==> src/rtl/wuc_pkg.sv <==
package wuc_pkg;

    typedef enum logic [1:0] {
        ST_IDLE = 2'd0,
        ST_WAIT = 2'd1,
        ST_RECV = 2'd2
    } wuc_state_e;

    typedef struct packed {
        logic wake;
        logic miss;
        logic ferr;
        logic tmo;
    } wuc_result_t;

endpackage

==> src/rtl/wuc_run_detect.sv <==
// Counts whole bit periods of continuous high level while enabled.
module wuc_run_detect #(
    parameter int PER_W = 12,
    parameter int SEP_W = 6
) (
    input  logic             clk,
    input  logic             rst_n,
    input  logic             clr,
    input  logic             en,
    input  logic             rx,
    input  logic [PER_W-1:0] per,
    input  logic [SEP_W-1:0] sep_len,
    output logic             sep_ok
);

    localparam logic [SEP_W-1:0] BITS_MAX = '1;

    typedef struct packed {
        logic [PER_W-1:0] sub;
        logic [SEP_W-1:0] bits;
    } run_t;

    run_t run_d, run_q;

    always_comb begin
        run_d = run_q;
        if (clr) begin
            run_d = '0;
        end else if (en) begin
            if (!rx) begin
                run_d = '0;
            end else if (run_q.sub == per - 1'b1) begin
                run_d.sub = '0;
                if (run_q.bits != BITS_MAX) begin
                    run_d.bits = run_q.bits + 1'b1;
                end
            end else begin
                run_d.sub = run_q.sub + 1'b1;
            end
        end
    end

    always_ff @(posedge clk or negedge rst_n) begin
        if (!rst_n) begin
            run_q <= '0;
        end else begin
            run_q <= run_d;
        end
    end

    assign sep_ok = (run_q.bits >= sep_len);

    // a low while counting leaves the separator unsatisfied
    p_low_restarts_r2: assert property (@(posedge clk) disable iff (!rst_n)
        (en && !clr && !rx && sep_len != '0) |=> !sep_ok);

endmodule

==> src/rtl/wuc_bit_sampler.sv <==
// Mid-bit strobe generator and LSB-first shift register for one frame.
module wuc_bit_sampler #(
    parameter int PER_W = 12
) (
    input  logic             clk,
    input  logic             rst_n,
    input  logic             load,
    input  logic             en,
    input  logic             rx,
    input  logic [PER_W-1:0] per,
    output logic             strobe,
    output logic [3:0]       idx,
    output logic [7:0]       data
);

    localparam int PH_W = PER_W + 1;

    typedef struct packed {
        logic [PH_W-1:0] ph;
        logic [3:0]      idx;
        logic [7:0]      sh;
    } smp_t;

    smp_t smp_d, smp_q;
    logic [PH_W-1:0] first_wait;

    assign first_wait = {1'b0, per} + {2'b0, per[PER_W-1:1]} - 1'b1;
    assign strobe     = en && (smp_q.ph == '0);

    always_comb begin
        smp_d = smp_q;
        if (load) begin
            smp_d.ph  = first_wait;
            smp_d.idx = '0;
        end else if (en) begin
            if (smp_q.ph == '0) begin
                smp_d.ph = {1'b0, per} - 1'b1;
                if (smp_q.idx < 4'd8) begin
                    smp_d.sh = {rx, smp_q.sh[7:1]};
                end
                smp_d.idx = smp_q.idx + 1'b1;
            end else begin
                smp_d.ph = smp_q.ph - 1'b1;
            end
        end
    end

    always_ff @(posedge clk or negedge rst_n) begin
        if (!rst_n) begin
            smp_q <= '0;
        end else begin
            smp_q <= smp_d;
        end
    end

    assign idx  = smp_q.idx;
    assign data = smp_q.sh;

    // the phase counter never exceeds the first-bit wait
    p_phase_range_r3: assert property (@(posedge clk) disable iff (!rst_n)
        (en && $stable(per)) |-> (smp_q.ph <= first_wait));

    // the controller leaves reception by the stop bit
    p_stop_is_last_r3: assert property (@(posedge clk) disable iff (!rst_n)
        strobe |-> (smp_q.idx <= 4'd8));

endmodule

==> src/rtl/addr_wake_correlator.sv <==
module addr_wake_correlator
    import wuc_pkg::*;
#(
    parameter int MAX_FRAMES  = 8,
    parameter int PER_W       = 12,
    parameter int SEP_W       = 6,
    parameter int WAIT_CYCLES = 2000,
    localparam int FRAME_W    = $clog2(MAX_FRAMES + 1),
    localparam int ID_W       = MAX_FRAMES * 8
) (
    input  logic               clk,
    input  logic               rst_n,
    input  logic               start_i,
    input  logic               rx_i,
    input  logic [SEP_W-1:0]   sep_len_i,
    input  logic [FRAME_W-1:0] frames_i,
    input  logic [PER_W-1:0]   bit_period_i,
    input  logic [ID_W-1:0]    id_i,
    output logic               done_o,
    output logic               wake_o,
    output logic               mismatch_o,
    output logic               frame_err_o,
    output logic               timeout_o
);

    localparam int IDX_W  = (MAX_FRAMES > 1) ? $clog2(MAX_FRAMES) : 1;
    localparam int WAIT_W = $clog2(WAIT_CYCLES + 1);

    typedef struct packed {
        wuc_state_e       state;
        logic [WAIT_W-1:0] wait_cnt;
        logic [IDX_W-1:0]  frame;
        logic              miss;
        logic              done;
        wuc_result_t       res;
    } ctl_t;

    ctl_t ctl_d, ctl_q;

    logic [7:0]       id_bytes [MAX_FRAMES];
    logic [PER_W-1:0] per_eff;
    logic [IDX_W-1:0] last_frame;
    logic             sep_ok, sep_ok_eff, detect;
    logic             strobe;
    logic [3:0]       bit_idx;
    logic [7:0]       rx_byte;
    logic             miss_new;

    for (genvar g = 0; g < MAX_FRAMES; g++) begin : g_id_split
        assign id_bytes[g] = id_i[g*8 +: 8];
    end

    assign per_eff = (bit_period_i < PER_W'(2)) ? PER_W'(2) : bit_period_i;

    always_comb begin
        if (frames_i == '0) begin
            last_frame = '0;
        end else if (frames_i > FRAME_W'(MAX_FRAMES)) begin
            last_frame = IDX_W'(MAX_FRAMES - 1);
        end else begin
            last_frame = IDX_W'(frames_i - 1'b1);
        end
    end

    wuc_run_detect #(.PER_W(PER_W), .SEP_W(SEP_W)) u_run (
        .clk     (clk),
        .rst_n   (rst_n),
        .clr     (ctl_q.state == ST_IDLE && start_i),
        .en      (ctl_q.state == ST_WAIT),
        .rx      (rx_i),
        .per     (per_eff),
        .sep_len (sep_len_i),
        .sep_ok  (sep_ok)
    );

    assign sep_ok_eff = sep_ok || (ctl_q.frame != '0);
    assign detect     = (ctl_q.state == ST_WAIT) && !rx_i && sep_ok_eff;

    wuc_bit_sampler #(.PER_W(PER_W)) u_smp (
        .clk    (clk),
        .rst_n  (rst_n),
        .load   (detect),
        .en     (ctl_q.state == ST_RECV),
        .rx     (rx_i),
        .per    (per_eff),
        .strobe (strobe),
        .idx    (bit_idx),
        .data   (rx_byte)
    );

    assign miss_new = ctl_q.miss || (rx_byte != id_bytes[ctl_q.frame]);

    always_comb begin
        ctl_d      = ctl_q;
        ctl_d.done = 1'b0;
        ctl_d.res  = '0;
        case (ctl_q.state)
            ST_IDLE: begin
                if (start_i) begin
                    ctl_d.state    = ST_WAIT;
                    ctl_d.wait_cnt = '0;
                    ctl_d.frame    = '0;
                    ctl_d.miss     = 1'b0;
                end
            end
            ST_WAIT: begin
                if (detect) begin
                    ctl_d.state    = ST_RECV;
                    ctl_d.wait_cnt = '0;
                end else if (ctl_q.wait_cnt == WAIT_W'(WAIT_CYCLES - 1)) begin
                    ctl_d.state   = ST_IDLE;
                    ctl_d.done    = 1'b1;
                    ctl_d.res.tmo = 1'b1;
                end else begin
                    ctl_d.wait_cnt = ctl_q.wait_cnt + 1'b1;
                end
            end
            ST_RECV: begin
                if (strobe && bit_idx == 4'd8) begin
                    if (!rx_i) begin
                        ctl_d.state    = ST_IDLE;
                        ctl_d.done     = 1'b1;
                        ctl_d.res.ferr = 1'b1;
                    end else if (ctl_q.frame == last_frame) begin
                        ctl_d.state    = ST_IDLE;
                        ctl_d.done     = 1'b1;
                        ctl_d.miss     = miss_new;
                        ctl_d.res.wake = !miss_new;
                        ctl_d.res.miss = miss_new;
                    end else begin
                        ctl_d.state    = ST_WAIT;
                        ctl_d.wait_cnt = '0;
                        ctl_d.frame    = ctl_q.frame + 1'b1;
                        ctl_d.miss     = miss_new;
                    end
                end
            end
            default: ctl_d.state = ST_IDLE;
        endcase
    end

    always_ff @(posedge clk or negedge rst_n) begin
        if (!rst_n) begin
            ctl_q <= '0;
        end else begin
            ctl_q <= ctl_d;
        end
    end

    assign done_o      = ctl_q.done;
    assign wake_o      = ctl_q.res.wake;
    assign mismatch_o  = ctl_q.res.miss;
    assign frame_err_o = ctl_q.res.ferr;
    assign timeout_o   = ctl_q.res.tmo;

    // one outcome per done pulse, and only with done
    p_one_flag_r11: assert property (@(posedge clk) disable iff (!rst_n)
        done_o |-> ($countones({wake_o, mismatch_o, frame_err_o, timeout_o}) == 1));

    p_flag_with_done_r11: assert property (@(posedge clk) disable iff (!rst_n)
        (wake_o || mismatch_o || frame_err_o || timeout_o) |-> done_o);

    p_done_pulse_r11: assert property (@(posedge clk) disable iff (!rst_n)
        done_o |=> !done_o);

    // a wake-up follows a stop bit read high
    p_wake_high_stop_r5: assert property (@(posedge clk) disable iff (!rst_n)
        wake_o |-> $past(rx_i));

    // a framing error follows a stop bit read low
    p_ferr_low_stop_r7: assert property (@(posedge clk) disable iff (!rst_n)
        frame_err_o |-> !$past(rx_i));

    // a timeout is only raised out of the waiting state
    p_tmo_from_wait_r8: assert property (@(posedge clk) disable iff (!rst_n)
        timeout_o |-> ($past(ctl_q.state) == ST_WAIT));

endmodule

==> config.mk <==
export PLATFORM = sky130hd
export DESIGN_NAME = addr_wake_correlator
export DESIGN_NICKNAME = d
export VERILOG_FILES = /design/src/rtl/wuc_pkg.sv /design/src/rtl/wuc_run_detect.sv /design/src/rtl/wuc_bit_sampler.sv /design/src/rtl/addr_wake_correlator.sv
export SDC_FILE = /design/constraint.sdc
export NUM_CORES = 1
export LEC_CHECK = 0
export CAP_MARGIN = 20
export CELL_PAD_IN_SITES_DETAIL_PLACEMENT = 1
export CELL_PAD_IN_SITES_GLOBAL_PLACEMENT = 1
export CORE_MARGIN = 2
export CORE_UTILIZATION = 49
export CTS_BUF_LIST = sky130_fd_sc_hd__clkbuf_4 sky130_fd_sc_hd__clkbuf_8 sky130_fd_sc_hd__clkbuf_16
export CTS_CLUSTER_DIAMETER = 120
export DETAILED_ROUTE_END_ITERATION = 6
export DONT_BUFFER_PORTS = 1
export GPL_ROUTABILITY_DRIVEN = 0
export HOLD_SLACK_MARGIN = 0.08
export PLACE_DENSITY = 0.78
export SLEW_MARGIN = 30
export SYNTH_ARGS = -nofsm -noshare
export SYNTH_HDL_FRONTEND = slang
export SYNTH_SLANG_ARGS = --single-unit
==> constraint.sdc <==
create_clock -name clk -period 3.9 [get_ports clk]
set_clock_uncertainty 0.05 [all_clocks]
set_input_delay 0.585 -clock clk [delete_from_list [all_inputs] [get_ports clk]]
set_output_delay 0.585 -clock clk [all_outputs]
set_load 0.01 [all_outputs]
# ---- Word-level counts from Yosys, hierarchy flattened
# Cells that the tools add are included.
dict set report word_totals {
  regBits 65
  word_cells 111
  out_inout_bits 5
  in_bits 90
}
dict set report classes {
  n_reduce_logical 25
  addsub 11
  eq_ne 16
  n_lt_le_gt_ge 5
  bitwise_logic 2
  muxes 38
}
# cell n
set ops {}
lappend ops {{$mux W18} 3}
lappend ops {{$mux W12} 3}
lappend ops {{$mux W17} 2}
lappend ops {{$pmux W11 S3} 1}
lappend ops {{$mux W13} 2}
lappend ops {{$sub A13 B1 Y13 const B} 2}
lappend ops {{$mux W25} 1}
lappend ops {{$bmux W8 S3} 1}
lappend ops {{$mux W8} 3}
lappend ops {{$mux W21} 1}
lappend ops {{$mux W15} 1}
lappend ops {{$mux W14} 1}
lappend ops {{$add A12 B11 Y13} 1}
lappend ops {{$logic_not A13 Y1} 1}
lappend ops {{$sub A12 B1 Y13 const B} 1}
lappend ops {{$add A12 B1 Y12 const B} 1}
lappend ops {{$eq A12 B12 Y1} 1}
lappend ops {{$lt A12 B2 Y1 const B} 1}
lappend ops {{$mux W3} 4}
lappend ops {{$mux W6} 2}
lappend ops {{$sub A12 B1 Y12 const B} 1}
lappend ops {{$add A11 B1 Y11 const B} 1}
lappend ops {{$eq A11 B11 Y1 const B} 1}
lappend ops {{$mux W11} 1}
lappend ops {{36 further kinds} 60}

# ---- Logic depth before layout (Yosys ltp)
# Gate-level depths: netlist of run 1.
dict set report depth {
  ltp_word 11
  mapped_depth 17
}

# ---- Cells and area by module
# From an unflattened synthesis of run 1, not the netlist that was laid out.
dict set report unflattened {
  cells_unflattened 719
  hier_area_um2 6222.2
}
# mod area_each_um2 cells_per_inst instances
set modules_own_cells {}
lappend modules_own_cells {wuc_bit_sampler 2467.4 285 1}
lappend modules_own_cells {addr_wake_correlator 2167.1 242 1}
lappend modules_own_cells {wuc_run_detect 1587.8 192 1}

# ---- Least setup slack after synthesis of run 1
# Ideal clock, no wire load.
dict set report synth_timing {
  path_type {input to register}
  start {in bit_period_i[11]}
  end {reg u_run.run_q[5] (netlist name)}
  setup_ps 87
  arrival_ps 4273
  slack_ps -510
  stages 13
  cell_sequence {inv_1 ha_1 or3b_2 o31ai_1 ha_1 nand2b_1 a21oi_1 or4_4 a2111oi_4 nand4_1 or4_1 or4b_1 a211oi_2}
}
dict set report synth_between {
  elab_chain_cells 6
}
# element line
set synth_lines {}
lappend synth_lines {{start: declaration} addr_wake_correlator.sv:17} ;# input logic [PER_W-1:0] bit_period_i,
lappend synth_lines {{$lt A12 B2 Y1} addr_wake_correlator.sv:53} ;# assign per_eff = (bit_period_i < PER_W'(2)) ? PER_W'(2) : bit_period_i;
lappend synth_lines {{$mux W12 (*)} addr_wake_correlator.sv:53}
lappend synth_lines {{$sub A12 B1 Y12 (*)} wuc_run_detect.sv:32} ;# end else if (run_q.sub == per - 1'b1) begin
lappend synth_lines {{$eq A12 B12 Y1 (*)} wuc_run_detect.sv:32}
lappend synth_lines {{$ne A3 B1 Y1 (no source line) (*)} -}
lappend synth_lines {{$reduce_and A3 Y1 (no source line) (*)} -}
lappend synth_lines {{end signal: assignment} wuc_run_detect.sv:47} ;# run_q <= run_d;
lappend synth_lines {{end: declaration} wuc_run_detect.sv:23} ;# run_t run_d, run_q;
# Mark *: on every way between the ends. The rest lies on a longest branch, timed or not.
# A chain may end at the register's enable or synchronous reset.

# ---- Worst setup path in the final report of run 1
dict set report layout_timing {
  start {in bit_period_i[8]}
  end {reg u_run.run_q[5] (netlist name)}
}
# The elaborated chain is that of the path after synthesis.

==> flow_summary_export.csv, run 1 <==
group,metric,value,unit
run_status,outcome,"completed",
detailed_routing,m1WireLength,7300,um
placement,place_inst,821,
clock_tree,cts_tree,"yes",
global_route,overflow,0,
layout,fin_area,6710,sq um
sta,slew_headroom,51.2,%
detailed_routing,firstDrtPassIters,4,
logic_synthesis,avgSynthCellArea,8.88,sq um
clock_tree,cts_buffers,9,
worst_setup_path,critPathSlowestCell,"or4_4",
clock_tree,cts_root_buffer,"clkbuf_16",
floorplanning,die_y,114,um
pwr,peakVddDrop,344,uV
logic_synthesis,netlist_area,5970,sq um
worst_setup_path,critical_path_arrival,3.99,ns
logic_synthesis,synth_edf_count,0,
logic_synthesis,synth_nets,815,
detailed_routing,viasPerCell,6.39,
pwr,switching_power,1070,uW
sta,setup_viol,0,
global_route,grt_pass1_wl,28700,um
pwr,clock_power_share,31.3,%
detailed_routing,drtIter0Drc,263,
logic_synthesis,synth_top_area_share,27.2,%
logic_synthesis,synth_most_common_cell,"dfrtp_1",
logic_synthesis,postSynthCellCount,672,
placement,hpwlAfterDp,13500,um
pwr,power_per_cell_area,417,nW/um^2
min_path,hp-class,"primary input to asynchronous set/reset pin",
worst_setup_path,critPathLaunchType,"primary input",
detailed_routing,ant_nets,0,
layout,drive_gt1_share,14.3,%
detailed_routing,dr.max_layer_used,"met4",
pwr,p_comb_share,35.4,%
detailed_routing,wl_per_cell,21.4,um
worst_setup_path,cpPeakStageDelay,0.54,ns
clock_tree,clockBufferDepth,2,
sta,rsz0062_at_grt,"true",
logic_synthesis,synth_area_leaders,"dfrtp_1, ha_1, mux4_2",
floorplanning,die-area,13100,sq um
pwr,intPower,1730,uW
job,cap_violations,0,
floorplanning,initial_core_util,49.9,%
floorplanning,coreArea,12000,sq um
detailed_routing,wl,17900,um
worst_setup_path,worst_path_most_repeated_cell,"or4_4",
logic_synthesis,yosysSeqAreaShare,27.2,%
pwr,switching_share,38.2,%
layout,final_core_util,56.1,%
worst_setup_path,critPathRequiredTime,4.11,ns
worst_setup_path,critPathMaxFanout,8,
clock_tree,clock_latency,0.35,ns
pwr,p_seq_share,33.3,%
global_route,antenna_found_initial,0,
detailed_routing,route.detailed.drc,0,
logic_synthesis,synth_ff_type,"dfrtp_1",
floorplanning,num_rows,40,
sta,min_period,3.78,ns
logic_synthesis,ys_types,68,
worst_setup_path,crit_chain,"or4_4 > o31ai_4 > ha_2 > nand3b_1 > a31oi_1 > or3_4 > a2111oi_4 > nand4_1 > or4_4 > or4b_4 > a211oi_2",
layout,fin_nets,830,
detailed_routing,dr_wl_met2,9330,um
clock_tree,cts.htree.levels,3,
placement,io_buffers,0,
worst_setup_path,end_kind,"flip-flop",
sta,worst_pin_slew,0.726,ns
sta,max_freq,0.265,GHz
detailed_routing,wl_met3,865,um
sta,slew_viol_final,0,
layout,syn_to_final_growth,12.3,%
detailed_routing,num_vias,5364,
clock_tree,cts_sinks,65,
sta,timing.final.crit_share,96.9,%
layout,diodes,0,
logic_synthesis,synth_common_cells,"dfrtp_1, inv_1, ha_1",
clock_tree,clk_pin_slew_worst_paths,0.06,ns
sta,tns,0,ns
pwr,power.leakage,0.00288,uW
logic_synthesis,async_reset_ff_share,100,%
worst_setup_path,path_class,"primary input to flip-flop",
layout,fin_cells,839,
global_route,grt_use_total,28.2,%
logic_synthesis,yosysTopAreaCell,"dfrtp_1",
floorplanning,die_w,114,um
logic_synthesis,yosysWarnings,0,
logic_synthesis,synth_seq_cells,65,
placement,placed_cell_area,6310,sq um
global_route,grt_pass1_vias,5708,
floorplanning,io_pins,95,
sta,hold_viol_final,0,
global_route,grt_max_degree,66,
[through the flow]
stage / power, uW / hold WS, ns / setup WS (ns)
2_1_floorplan: 1590 / 0.239 / -0.229
3_3_place_gp: 1820 / 0.242 / -0.193
3_5_place_dp: 1870 / 0.242 / -0.291
4_1_cts: 2800 / 0.0860 / 0.0559
5_1_grt: 2960 / 0.0857 / -0.0251
6_report: 2800 / 0.0720 / 0.121
[power groups by stage]
stage | logic (uW) | clock network [uW] | registers (uW)
after global routing | 1100 | 915 | 944
after detailed placement | 949 | 0 | 926
after CTS | 981 | 886 | 929
after floorplan | 709 | 0 | 881
final | 989 | 875 | 931
after global placement | 902 | 0 | 917
[cell type report]
cell class / instances / area [sq um]
Timing Repair Buffer: 32 / 273
Clock inverter: 3 / 46.3
Multi-Input combinational cell: 523 / 4090
Fill cell: 1368 / 5260
Inverter: 56 / 210
Sequential cell: 65 / 1630
Tap cell: 147 / 184
Clock buffer: 13 / 274
[kinds of logic (layout without fill, tap and decap cells)]
family | after synthesis | after routing | synth area share, %
compound gates | 173 | 173 | 19.6
buf+inv | 84 | 104 | 5.39
mux | 39 | 39 | 10.1
simple gates | 215 | 215 | 20.0
flops | 65 | 65 | 27.2
xor+xnor | 42 | 42 | 6.16
fa+ha+maj | 54 | 54 | 11.5
[metal layers]
metal	track usage, %	vias to the layer above
li1	-	2511
met2	50.8	152
met1	33.3	2663
met4	11.5	0
met5	0	-
met3	4.55	38
[registers in the layout, summed over array words and instances, names as in the netlist]
name / cells
mismatch_o: 1
timeout_o: 1
ctl_q: 17
u_run.run_q: 18
u_smp.smp_q: 13
frame_err_o: 1
u_smp.data: 8
done_o: 1
u_smp.idx: 4
wake_o: 1
[critical path, delay by kind of cell]
family / cells / cell delay [ns]
AOI/OAI and AO/OA: 4 / 0.92
and+or+nand+nor: 6 / 2.23
adders and majority gates: 1 / 0.24
[final timing paths]
check,slack (ns),from,endpoint,depth (start not counted)
worst min-delay path,0.07,rst_n,ctl_q[14]$_DFFE_PN0P_,1
worst max register to register,0.54,u_smp.smp_q[13]$_DFFE_PN0P_,ctl_q[14]$_DFFE_PN0P_,8
worst min register to register,0.48,ctl_q[5]$_DFFE_PN0P_,ctl_q[5]$_DFFE_PN0P_,2
worst max-delay path,0.12,bit_period_i[8],u_run.run_q[5]$_DFFE_PN0P_,11
min in group clk,0.27,rx_i,frame_err_o$_DFF_PN0_,1
max in group asynchronous,3.43,rst_n,u_run.run_q[16]$_DFFE_PN0P_,1
[cell usage in the layout, fill, tap and decap left out, drive strengths merged, types with 11 or more instances in the layout]
cell | Yosys | layout
a21o | 13 | 13
a21oi | 37 | 37
a31oi | 11 | 11
and3 | 13 | 13
buf | 7 | 32
clkbuf | 21 | 13
dfrtp | 65 | 65
ha | 51 | 51
inv | 56 | 57
mux2i | 14 | 14
mux4 | 16 | 16
nand2 | 42 | 42
nand3 | 33 | 33
nor2 | 30 | 30
nor2b | 13 | 13
nor3 | 16 | 16
o21ai | 40 | 40
o31ai | 16 | 16
or3 | 12 | 12
xnor2 | 21 | 21
xor2 | 21 | 21
[what timing repair did]
item / in CTS / in global routing
hold endpoints to repair: 65 / 0
hold buffers: 1 / 0
setup buffers: 0 / 1
setup endpoints to repair: 0 / 2
gates resized for setup: 0 / 9
Note: power is estimated with default switching activity, not from simulation.
==> inputs of run 2 (changes only) <==
Settings changed: CORE_UTILIZATION 49 to 45, HOLD_SLACK_MARGIN 0.08 to 0.03, PLACE_DENSITY 0.78 to 0.75.
Clock period 3.9 ns to 3.2 ns, I/O delays scaled along.
==> flow_summary_export.csv, run 2 (synthesis gave the netlist of run 1 again) <==
group,metric,value,unit
pwr,peakVddDrop,297,uV
sta,slew_viol_final,0,
floorplanning,io_pins,95,
global_route,globalRouteMet3Util,5.84,%
sta,min_period,3.74,ns
clock_tree,cts_root_buffer,"clkbuf_16",
pwr,power.leakage,0.00310,uW
worst_setup_path,reg2reg_from,"u_run.run_q[10]$_DFFE_PN0P_",
detailed_routing,viasPerCell,6.32,
sta,tns,-6.53,ns
layout,largest_reg_flops,18,
global_route,grt_pass1_vias,6250,
placement,place_inst,876,
worst_setup_path,critPathMaxFanout,8,
global_route,overflow,0,
floorplanning,die_w,119,um
worst_setup_path,crit_start,"bit_period_i[8]",
clock_tree,cts.htree.levels,3,
clock_tree,clk_pin_slew_worst_paths,0.06,ns
detailed_routing,route.detailed.drc,0,
worst_setup_path,critPathRequiredTime,3.41,ns
sta,worst_pin_slew,0.638,ns
detailed_routing,wl_per_cell,22.9,um
detailed_routing,ant_nets,0,
placement,hpwlAfterDp,14600,um
floorplanning,die_y,119,um
global_route,met1_usage,32.9,%
floorplanning,num_rows,42,
worst_setup_path,rrSetupSlack,0.11,ns
worst_setup_path,critical_path_arrival,3.96,ns
layout,regMostFlops,"u_run.run_q",
job,cap_violations,0,
global_route,grt_pass1_wl,32300,um
floorplanning,coreArea,13100,sq um
worst_setup_path,r2r_end,"u_run.run_q[5]$_DFFE_PN0P_",
layout,fin_nets,871,
pwr,power_per_cell_area,482,nW/um^2
sta,slew_headroom,57.2,%
min_path,hp-class,"primary input to flip-flop",
placement,placed_cell_area,6560,sq um
sta,max_freq,0.267,GHz
worst_setup_path,rr_worst_depth,8,
detailed_routing,num_vias,5742,
layout,diodes,0,
floorplanning,die-area,14200,sq um
global_route,grt_max_degree,66,
global_route,met2_usage,50.5,%
detailed_routing,drtIter0Drc,363,
clock_tree,clockBufferDepth,2,
layout,top_regs,"u_run.run_q: 18 flops, ctl_q: 17 flops, u_smp.smp_q: 13 flops",
sta,timing.final.crit_share,117,%
layout,syn_to_final_growth,20.6,%
detailed_routing,wl,20800,um
worst_setup_path,critPathLaunchType,"primary input",
floorplanning,initial_core_util,45.6,%
global_route,grt.busiest_layer,"met2",
sta,hold_viol_final,0,
worst_setup_path,path_class,"primary input to flip-flop",
layout,fin_cells,909,
global_route,grt_use_total,28.6,%
clock_tree,clock_latency,0.35,ns
worst_setup_path,end_kind,"flip-flop",
run_status,violations,"setup timing",
detailed_routing,firstDrtPassIters,5,
sta,worst_slack,-0.544,ns
clock_tree,cts_tree,"yes",
layout,fin_area,7200,sq um
worst_setup_path,cp-endpoint,"u_run.run_q[5]$_DFFE_PN0P_",
placement,io_buffers,0,
global_route,antenna_found_initial,0,
layout,drive_gt1_share,23.7,%
sta,setup_viol,20,
clock_tree,cts_buffers,9,
clock_tree,cts_sinks,65,
sta,rsz0062_at_grt,"true",
layout,layout_common_cells,"dfrtp_1, buf_4, inv_1",
layout,final_common_cell,"dfrtp_1",
run_status,outcome,"complete, but fails checks",
-- run 2: changes by cell type in the layout (fill, tap and decap cells not counted), moves of 4 or more --
cell | previous run | this run
inv_1 | 54 | 50
buf_4 | 30 | 63
ha_1 | 49 | 45
inv_2 | 2 | 6
buf_6 | 0 | 8
-- run 2: stage by stage --
step / setup slack (ns) / hold slack (ns) / util (%) / total power [uW]
after floorplan: -0.824 / 0.134 / - / 1950
after global placement: -0.798 / 0.138 / 50.1 / 2260
after detailed placement: -0.935 / 0.138 / 50.1 / 2330
after CTS: -0.419 / 0.153 / 53.7 / 3380
after global routing: -0.661 / 0.165 / 55.0 / 3660
final: -0.544 / 0.161 / 55.0 / 3470
-- run 2: worst min path at each step --
stage	startpoint	end	slack (ns)	cells past startpoint
4_1_cts	rx_i	frame_err_o$_DFF_PN0_	0.15	1
5_1_grt	rx_i	frame_err_o$_DFF_PN0_	0.16	1
2_1_floorplan	rst_n	ctl_q[10]$_DFFE_PN0P_	0.13	0
3_5_place_dp	rst_n	ctl_q[16]$_DFFE_PN0P_	0.14	0
3_3_place_gp	rst_n	ctl_q[18]$_DFFE_PN0P_	0.14	0
6_report	rx_i	frame_err_o$_DFF_PN0_	0.16	1
-- run 2: layout make-up --
class,instances,area [sq um]
clock buffers,14,275
fillers,1502,5880
flip-flops and latches,65,1630
clock inverters,2,12.5
inverters,56,210
well taps,176,220
repair buffers,73,601
multi-input cells,523,4260
-- run 2: critical path: stages --
cell,delay (ns)
or4_4,0.54
o31ai_4,0.28
ha_2,0.25
nand3b_1,0.14
a31oi_1,0.14
or3_4,0.41
a2111oi_4,0.33
nand4_1,0.18
or4_4,0.52
or4b_1,0.50
a211oi_2,0.19
-- run 2: power by group --
group	total (uW)	switching, uW	leakage [uW]	internal [uW]
sequential	1140	183	0.000873	953
clock	987	394	0.000143	592
combinational	1350	797	0.00208	551
total	3470	1370	0.00310	2100
-- run 2: timing repair --
item / 4_1_cts / 5_1_grt
setup buffers: 8 / 7
gates resized for setup: 21 / 33
hold buffers: 2 / 0
endpoints found under the setup margin: 23 / 32
hold endpoints to repair: 65 / 0
cloned: 1 / 0
pin swaps: 11 / 25
-- run 2: routing by layer --
metal	vias up	wire length [um]
met3	61	1070
met1	2889	8340
met4	0	833
met2	198	10600
met5	-	0
li1	2594	-
==> inputs of run 3 (changes only) <==
Settings changed: ABC_AREA from default to 1, CORE_UTILIZATION 45 to 42, PLACE_DENSITY 0.75 to 0.74.
==> flow_summary_export.csv, run 3 <==
group,metric,value,unit
run_status,outcome,"completed",
clock_tree,cts_root_buffer,"clkbuf_16",
min_path,holdPathStages,1,
worst_setup_path,critPathLaunchType,"primary input",
pwr,power_per_cell_area,529,nW/um^2
clock_tree,cts_tree,"yes",
logic_synthesis,synth_nets,1037,
min_path,min_to,"frame_err_o$_DFF_PN0_",
global_route,grt_use_total,23.7,%
sta,slew_viol_final,0,
detailed_routing,viasPerCell,5.45,
logic_synthesis,synth_ff_type,"dfrtp_1",
logic_synthesis,synth_common_cells,"nand2_1, inv_1, nor2_1",
clock_tree,cts_buffers,9,
floorplanning,die-area,15700,sq um
logic_synthesis,synth_edf_count,0,
logic_synthesis,avgSynthCellArea,6.90,sq um
clock_tree,cts.htree.levels,3,
floorplanning,num_rows,44,
logic_synthesis,netlist_area,6170,sq um
worst_setup_path,worst_path_most_repeated_cell,"inv_1",
worst_setup_path,rrSetupSlack,0.55,ns
clock_tree,clockBufferDepth,2,
clock_tree,cts_sinks,65,
sta,worst_slack,0.380,ns
pwr,power.leakage,0.00321,uW
clock_tree,cts_resized,0,
worst_setup_path,end_kind,"flip-flop",
sta,max_freq,0.355,GHz
worst_setup_path,critPathSlowestCell,"fa_1",
layout,drive_gt1_share,8.44,%
detailed_routing,wl,17900,um
logic_synthesis,synth_area_leaders,"dfrtp_1, nand2_1, ha_1",
global_route,grt_pass1_vias,6313,
clock_tree,clk_pin_slew_worst_paths,0.06,ns
floorplanning,die_y,125,um
layout,fin_nets,1039,
layout,layout_common_cells,"nand2_1, inv_1, nor2_1",
global_route,grt_pass1_wl,30700,um
sta,rsz0062_at_grt,"false",
floorplanning,io_pins,95,
logic_synthesis,yosysTopAreaCell,"dfrtp_1",
logic_synthesis,synth_top_area_share,26.4,%
layout,diodes,0,
detailed_routing,firstDrtPassIters,4,
logic_synthesis,async_reset_ff_share,100,%
layout,regMostFlops,"u_run.run_q",
worst_setup_path,rr_worst_depth,13,
job,cap_violations,0,
layout,syn_to_final_growth,9.45,%
placement,hpwlAfterDp,14100,um
sta,timing.final.crit_share,88.1,%
layout,final_common_cell,"nand2_1",
worst_setup_path,path_class,"primary input to flip-flop",
worst_setup_path,critical_path_arrival,3.00,ns
logic_synthesis,synth_most_common_cell,"nand2_1",
sta,slew_headroom,62.8,%
sta,setup_viol,0,
logic_synthesis,synth_seq_cells,65,
worst_setup_path,critPathMaxFanout,4,
logic_synthesis,yosysWarnings,0,
global_route,overflow,0,
logic_synthesis,ys_types,44,
sta,tns,0,ns
worst_setup_path,r2r_end,"ctl_q[17]$_DFFE_PN0P_",
floorplanning,die_w,125,um
global_route,antenna_found_initial,0,
min_path,hp-class,"primary input to flip-flop",
detailed_routing,wl_per_cell,16.5,um
worst_setup_path,crit_chain,"inv_1 > ha_1 > nand4_1 > nor2_1 > nor2_1 > ha_1 > inv_1 > ha_1 > inv_1 > fa_1 > inv_1 > a21oi_1 > nor2_1 > o21ai_0 > nand2_1 > a21oi_1 > o21ai_0 > o21ai_0 > inv_1 > nand2_1",
layout,fin_cells,1085,
detailed_routing,ant_nets,0,
placement,io_buffers,0,
placement,place_inst,1067,
logic_synthesis,yosysSeqAreaShare,26.4,%
logic_synthesis,postSynthCellCount,894,
floorplanning,initial_core_util,42.8,%
global_route,grt_max_degree,66,
detailed_routing,num_vias,5912,
min_path,hold_start,"rx_i",
clock_tree,clock_latency,0.34,ns
sta,min_period,2.82,ns
floorplanning,coreArea,14400,sq um
pwr,peakVddDrop,295,uV
placement,place_ws,0.0161,ns
sta,worst_pin_slew,0.556,ns
detailed_routing,route.detailed.drc,0,
layout,largest_reg_flops,18,
worst_setup_path,critPathRequiredTime,3.38,ns
layout,top_regs,"u_run.run_q: 18 flops, ctl_q: 17 flops, u_smp.smp_q: 13 flops",
worst_setup_path,cpPeakStageDelay,0.35,ns
detailed_routing,drtIter0Drc,200,
worst_setup_path,reg2reg_from,"u_run.run_q[5]$_DFFE_PN0P_",
sta,hold_viol_final,0,
## run 3: changes by cell type after synthesis, moves of 14 or more
cell,previous run,this run
inv_1,56,121
o22ai_1,1,15
nor2_1,30,110
o21ai_0,39,75
nand3_1,33,59
mux2i_1,14,0
nand2_1,42,172
o31ai_1,15,0
mux4_2,16,0
## run 3: routing by layer
layer	wire, um	part of all wire, %	global-route usage [%]
met4	230	1.3	6.47
met2	8970	50	42.3
met5	0	0	0
met1	7980	45	29.4
met3	676	3.8	4.45
## run 3: worst max path at each step
stage | start | end | slack, ns | depth (start not counted)
6_report | bit_period_i[11] | u_smp.smp_q[21]$_DFFE_PN0P_ | 0.38 | 20
3_3_place_gp | bit_period_i[11] | u_smp.smp_q[21]$_DFFE_PN0P_ | 0.16 | 20
2_1_floorplan | bit_period_i[11] | u_smp.smp_q[21]$_DFFE_PN0P_ | 0.36 | 20
4_1_cts | bit_period_i[11] | u_smp.smp_q[21]$_DFFE_PN0P_ | 0.39 | 20
3_5_place_dp | bit_period_i[11] | u_smp.smp_q[21]$_DFFE_PN0P_ | 0.02 | 20
5_1_grt | bit_period_i[11] | u_smp.smp_q[21]$_DFFE_PN0P_ | 0.16 | 20
## run 3: kinds of logic (layout without fill, tap and decap cells)
group / after synthesis / in the layout / synth area share (%)
xor gates and xnor gates: 44 / 44 / 6.49
muxes: 1 / 1 / 0.182
DFF: 65 / 65 / 26.4
buffers and inverters: 155 / 162 / 9.85
AOI/OAI and AO/OA: 170 / 170 / 16.3
and+or+nand+nor: 406 / 406 / 29.9
adders and majority gates: 53 / 53 / 11.0
## run 3: through the flow
stage	instance area [sq um]	utilization, %	hold WS [ns]	power, uW
final	6750	46.8	0.179	3570
after floorplan	6170	-	0.134	2060
after CTS	6750	46.8	0.161	3600
after global routing	6750	46.8	0.167	3830
after detailed placement	6370	44.1	0.138	2370
after global placement	6370	44.1	0.139	2300
## run 3: layout make-up
class | instances | area [sq um]
Clock buffer | 11 | 246
Clock inverter | 5 | 103
Multi-Input combinational cell | 674 | 3940
Inverter | 135 | 507
Fill cell | 1859 | 7670
Tap cell | 184 | 230
Sequential cell | 65 | 1630
Timing Repair Buffer | 11 | 105
## run 3: timing repair
action	4_1_cts	5_1_grt
hold buffers	2	0
buffers inserted	0	0
endpoints found under the hold margin	65	0
## run 3: critical path: cells and delay by family
kind	cells	cell delay, ns
buffers and inverters	5	0.34
adder cells (fa/ha/maj)	4	1.07
AO/OA/AOI/OAI	5	0.41
AND/OR/NAND/NOR	6	0.70
## run 3: power by group
part	total (uW)	leakage [uW]	switching (uW)	internal, uW
Sequential	1050	0.000869	97.9	949
Combinational	1350	0.00217	922	432
Clock	1170	0.000169	380	789
